`src/rtl/rxptr_pkg.sv`:
```
package rxptr_pkg;

    localparam int PTR_W  = 13;
    localparam int BYTE_W = 8;

    typedef enum logic {
        SEL_LO = 1'b0,
        SEL_HI = 1'b1
    } byte_sel_e;

    typedef enum logic [1:0] {
        WR_AHEAD  = 2'd0,
        WR_EQUAL  = 2'd1,
        WR_BEHIND = 2'd2
    } ptr_order_e;

    function automatic ptr_order_e order_of(input logic [PTR_W-1:0] wr,
                                            input logic [PTR_W-1:0] rd);
        if (wr > rd)       return WR_AHEAD;
        else if (wr == rd) return WR_EQUAL;
        else               return WR_BEHIND;
    endfunction

endpackage

```
`src/rtl/rxptr_stage_reg.sv`:
```
module rxptr_stage_reg
    import rxptr_pkg::*;
#(
    parameter int PTR_W  = rxptr_pkg::PTR_W,
    parameter int BYTE_W = rxptr_pkg::BYTE_W
) (
    input  logic              clk,
    input  logic              rst,
    input  logic              wr_en,
    input  byte_sel_e         wr_sel,
    input  logic [BYTE_W-1:0] wr_data,
    output logic [PTR_W-1:0]  ptr_q
);
    localparam int HI_W = PTR_W - BYTE_W;

    logic [BYTE_W-1:0] stage_q;

    always_ff @(posedge clk) begin
        if (rst) begin
            stage_q <= '0;
            ptr_q   <= '0;
        end else if (wr_en) begin
            if (wr_sel == SEL_LO) stage_q <= wr_data;
            else                  ptr_q   <= {wr_data[HI_W-1:0], stage_q};
        end
    end


    lo_write_holds_chk: assert property (@(posedge clk) disable iff (rst)
        (wr_en && wr_sel == SEL_LO) |=> $stable(ptr_q));


    hi_commit_chk: assert property (@(posedge clk) disable iff (rst)
        (wr_en && wr_sel == SEL_HI) |=>
            (ptr_q == {$past(wr_data[HI_W-1:0]), $past(stage_q)}));


    stage_kept_chk: assert property (@(posedge clk) disable iff (rst)
        !(wr_en && wr_sel == SEL_LO) |=> $stable(stage_q));


    reset_clear_chk: assert property (@(posedge clk)
        $past(rst) |-> (ptr_q == '0 && stage_q == '0));

endmodule

```
`src/rtl/rxptr_read_mux.sv`:
```
module rxptr_read_mux
    import rxptr_pkg::*;
#(
    parameter int PTR_W  = rxptr_pkg::PTR_W,
    parameter int BYTE_W = rxptr_pkg::BYTE_W
) (
    input  logic [PTR_W-1:0]  ptr,
    input  byte_sel_e         rd_sel,
    output logic [BYTE_W-1:0] rd_data
);
    localparam int HI_W = PTR_W - BYTE_W;

    logic [BYTE_W-1:0] hi_byte;

    generate
        if (HI_W < BYTE_W) begin : g_pad
            assign hi_byte = {{(BYTE_W-HI_W){1'b0}}, ptr[PTR_W-1:BYTE_W]};
        end else begin : g_full
            assign hi_byte = ptr[PTR_W-1:BYTE_W];
        end
    endgenerate

    always_comb begin
        rd_data = (rd_sel == SEL_HI) ? hi_byte : ptr[BYTE_W-1:0];
    end

endmodule

```
`src/rtl/rxptr_free_calc.sv`:
```
module rxptr_free_calc
    import rxptr_pkg::*;
#(
    parameter int PTR_W = rxptr_pkg::PTR_W
) (
    input  logic             clk,
    input  logic             rst,
    input  logic [PTR_W-1:0] rd_ptr,
    input  logic [PTR_W-1:0] wr_ptr,
    input  logic [PTR_W-1:0] base,
    input  logic [PTR_W-1:0] lim,
    output logic [PTR_W-1:0] free_space
);
    ptr_order_e       order;
    logic [PTR_W-1:0] span;
    logic [PTR_W-1:0] used;

    always_comb begin
        order = order_of(wr_ptr, rd_ptr);
        span  = lim - base;
        used  = wr_ptr - rd_ptr;
        unique case (order)
            WR_AHEAD: free_space = span - used;
            WR_EQUAL: free_space = span;
            default:  free_space = rd_ptr - wr_ptr - 1'b1;
        endcase
    end


    behind_gap_chk: assert property (@(posedge clk) disable iff (rst)
        (wr_ptr < rd_ptr) |-> (PTR_W'(free_space + wr_ptr + 1'b1) == rd_ptr));


    ahead_sum_chk: assert property (@(posedge clk) disable iff (rst)
        (wr_ptr > rd_ptr) |-> (PTR_W'(free_space + wr_ptr - rd_ptr) == PTR_W'(lim - base)));


    equal_span_chk: assert property (@(posedge clk) disable iff (rst)
        (wr_ptr == rd_ptr) |-> (PTR_W'(free_space + base) == lim));

endmodule

```
`src/rtl/rxptr_atomic.sv`:
```
module rxptr_atomic
    import rxptr_pkg::*;
#(
    parameter int PTR_W  = rxptr_pkg::PTR_W,
    parameter int BYTE_W = rxptr_pkg::BYTE_W
) (
    input  logic              clk,
    input  logic              rst,
    input  logic              wr_en,
    input  logic              wr_sel,
    input  logic [BYTE_W-1:0] wr_data,
    input  logic              rd_sel,
    output logic [BYTE_W-1:0] rd_data,
    input  logic [PTR_W-1:0]  hw_wr_ptr_i,
    input  logic [PTR_W-1:0]  buf_start_i,
    input  logic [PTR_W-1:0]  buf_end_i,
    output logic [PTR_W-1:0]  rd_ptr_o,
    output logic [PTR_W-1:0]  free_o
);
    localparam int HI_W = PTR_W - BYTE_W;

    rxptr_stage_reg #(.PTR_W(PTR_W), .BYTE_W(BYTE_W)) u_stage (
        .clk     (clk),
        .rst     (rst),
        .wr_en   (wr_en),
        .wr_sel  (byte_sel_e'(wr_sel)),
        .wr_data (wr_data),
        .ptr_q   (rd_ptr_o)
    );

    rxptr_read_mux #(.PTR_W(PTR_W), .BYTE_W(BYTE_W)) u_rdmux (
        .ptr     (rd_ptr_o),
        .rd_sel  (byte_sel_e'(rd_sel)),
        .rd_data (rd_data)
    );

    rxptr_free_calc #(.PTR_W(PTR_W)) u_free (
        .clk        (clk),
        .rst        (rst),
        .rd_ptr     (rd_ptr_o),
        .wr_ptr     (hw_wr_ptr_i),
        .base       (buf_start_i),
        .lim        (buf_end_i),
        .free_space (free_o)
    );


    read_match_chk: assert property (@(posedge clk) disable iff (rst)
        (rd_data == (rd_sel ? BYTE_W'(rd_ptr_o >> BYTE_W) : rd_ptr_o[BYTE_W-1:0])));

    generate
        if (HI_W < BYTE_W) begin : g_pad_chk

            hi_pad_zero_chk: assert property (@(posedge clk) disable iff (rst)
                rd_sel |-> (rd_data[BYTE_W-1:HI_W] == '0));
        end
    endgenerate

endmodule

```
`config.mk`:
```
export PLATFORM = sky130hd
export DESIGN_NAME = rxptr_atomic
export DESIGN_NICKNAME = d
export VERILOG_FILES = /design/src/rtl/rxptr_pkg.sv /design/src/rtl/rxptr_stage_reg.sv /design/src/rtl/rxptr_read_mux.sv /design/src/rtl/rxptr_free_calc.sv /design/src/rtl/rxptr_atomic.sv
export SDC_FILE = /design/constraint.sdc
export NUM_CORES = 1
export LEC_CHECK = 0
export BUFFER_PORTS_ARGS = -buffer_cell sky130_fd_sc_hd__buf_4
export CAP_MARGIN = 20
export CORE_MARGIN = 2
export CORE_UTILIZATION = 55
export DETAILED_ROUTE_END_ITERATION = 12
export GPL_ROUTABILITY_DRIVEN = 0
export PLACE_DENSITY = 0.86
export SKIP_CTS_REPAIR_TIMING = 1
export SYNTH_ARGS = -nofsm -noshare
export SYNTH_HDL_FRONTEND = slang
export SYNTH_SLANG_ARGS = --single-unit
```
`constraint.sdc`:
```
create_clock -name clk -period 4.33 [get_ports clk]
set_clock_uncertainty 0.05 [all_clocks]
set_input_delay 0.2165 -clock clk [delete_from_list [all_inputs] [get_ports clk]]
set_output_delay 0.2165 -clock clk [all_outputs]
set_load 0.01 [all_outputs]
```
==> impl_metrics.yaml <==
outcome:
  status: "completed"
clock_network:
  root_buffer: "clkbuf_8"
  cts_tree: "built"
  cts_max_path_buffers: 2
  clock_sinks: 21
  path_clk_slew_ps: 70
  worstSkewPairLatency_ps: 260
  htreeDepth: 1
  cts_buffers: 3
layout:
  fin_area_um2: 4360
  final_util: 0.750
  instances_no_fill: 597
  diodes: 0
  fillCellCount: 448
  nets: 638
  syn_to_final_growth_pct: 33.4
  layout-drive-gt1-share: 0.312
sta:
  slew_headroom: 0.419
  hold_viol: 0
  tightest_slew_ps: 869
  fin_crit_sh: 0.979
  layout_setup_ws_ps: 90.9
  fmax_mhz: 236
  min_period_ps: 4240
  slew_viol_final: 0
  tns_ps: 0
  rsz0062_at_grt: "yes"
  setup-violations-final: 0
  whs_ps: 148
grt:
  grt_max_degree: 22
  grt_antenna_before_repair: 0
  grt_pass1_vias: 3202
  track_usage: 0.254
  grt_pass1_wl_um: 13500
  grt_overflow: 0
synthesis:
  syn_avg_cell_area_um2: 7.71
  netlist_area_um2: 3270
  ys_seq_area_frac: 0.129
  synth_top_area_cell: "ha_1"
  synth_common_cells: "ha_1, nand2_1, inv_1, a21oi_1, nor2_1"
  synth_seq_cells: 21
  synth_top_area_frac: 0.188
  ys_async_sr_fraction: 0
  synth_edf_count: 0
  synthCells: 424
  synth_area_leaders: "ha_1, dfxtp_1, fa_1, a21oi_1, nand2_1"
  syn_nets: 539
  synth_ff_type: "dfxtp_1"
  synth.distinct_cells: 52
  yosysWarnings: 0
detailed_routing:
  totalWireLength_um: 8780
  first_pass_iters: 4
  viasPerCell: 5.59
  ant_nets: 0
  drc: 0
  via_count: 3340
  wl_per_cell_um: 14.7
  drt_iter0_drc: 245
floorplanning:
  dieArea_um2: 6580
  core_region_area_um2: 5820
  fp.dieW_um: 81.1
  io_pins: 86
  die-height_um: 81.1
  start_util: 0.562
  num_rows: 28
critical_path:
  critPathSlowestCell: "fa_1"
  cp-end-kind: "primary output"
  critical_path_class: "in2out"
  r2r_start: "u_stage.ptr_q[8]$_SDFFE_PP0P_"
  worstPathRequired_ps: 4060
  path_cells: "buf_6 > inv_4 > ha_4 > nor2b_4 > o21ai_2 > a21boi_2 > o21ai_2 > a21boi_2 > a31oi_1 > xnor2_1 > fa_1 > ha_4 > a21o_1 > a21oi_2 > nor4b_4 > a2111oi_2 > buf_4 > nand2_2 > a21oi_2 > nor2_2 > a211oi_2 > buf_4"
  startpoint: "buf_start_i[1]"
  cp_top_family: "compound AO/OA/AOI/OAI gates"
  cpPeakStageDelay_ps: 510
  startpoint_type: "input pin"
  critical_path_buf_inv_count: 4
  arrival_ps: 3970
  cp_max_fo: 4
place:
  hpwlAfterDp_um: 6990
  dp_slack_ps: -208
  place_inst: 588
  dpl_cell_area_um2: 4060
  port_buffers: 85
pwr:
  vdd_drop_max_v: 0.000250
  p_total_mw: 1.28
  power.density_nw_per_um2: 294
  leakage_nw: 2.09
run:
  maxCapViolCount: 0
min_path:
  min_from: "wr_data[7]"
  min_path_type: "in2reg"
-- routing by layer --
layer	vias to the layer above	routed length (µm)	GRT usage	part of all wire
li1	1648	-	-	-
met1	1562	3590	0.307	0.41
met2	113	4400	0.470	0.50
met3	17	579	0.0233	0.066
met4	0	207	0.0864	0.024
met5	-	0	0	0
-- where the power goes --
part           internal (mW)  switching (mW)
Combinational          0.479           0.468
Clock                 0.0641          0.0626
Sequential             0.200         0.00918
Total                  0.743           0.539
-- area by class of cell --
class                   count  area (µm²)  area share
flip-flops and latches     21         420      0.0964
multi-input cells         344        2820       0.646
clock buffers               3        41.3     0.00946
inverters                  47         179      0.0410
well taps                  75        93.8      0.0215
clock inverters             1        5.00     0.00115
repair buffers            106         807       0.185
-- worst paths after layout --
kind | to | slack [ps] | cells past startpoint
max | free_o[12] | 90 | 22
min | u_stage.stage_q[7]$_SDFFE_PP0P_ | 150 | 3
max reg2reg | u_stage.ptr_q[8]$_SDFFE_PP0P_ | 3430 | 2
min reg2reg | u_stage.ptr_q[4]$_SDFFE_PP0P_ | 410 | 2
-- cell usage in the layout, fill, tap and decap left out, types with 3 or more instances in the layout --
master,instances
mux2_2,3
a21oi_2,8
nand2_1,48
ha_1,43
xnor2_1,15
a211oi_2,3
nor3_1,9
nand4_1,3
a21o_1,12
o21a_1,6
nor2_1,34
inv_1,45
nand3_1,4
a21oi_1,34
buf_4,103
mux2i_1,10
ha_4,4
nor2b_1,6
xor2_1,9
o21bai_1,5
o21ai_2,4
o21ai_0,17
a31oi_1,4
buf_6,3
clkbuf_8,3
o211ai_1,3
fa_1,13
and3_1,4
dfxtp_1,21
-- cell families (layout without fill, tap and decap cells) --
kind of cell,after synthesis,count (layout),synth area share
xor gates and xnor gates,28,28,0.0750
buffers and inverters,59,157,0.0735
AOI/OAI and AO/OA,112,112,0.228
and+or+nand+nor,127,127,0.176
adders and majority gates,63,63,0.273
muxes,14,14,0.0455
DFF,21,21,0.129
-- worst reg2reg max path, cell delays in order, from the launching register on --
cell	delay, ps
dfxtp_1	550
nand2_1	100
a21oi_1	150
-- state kept, by name, summed over array words and instances (netlist names) --
name / flops
u_stage.ptr_q: 13
u_stage.stage_q: 8
Power figures use the tool's default switching activity.
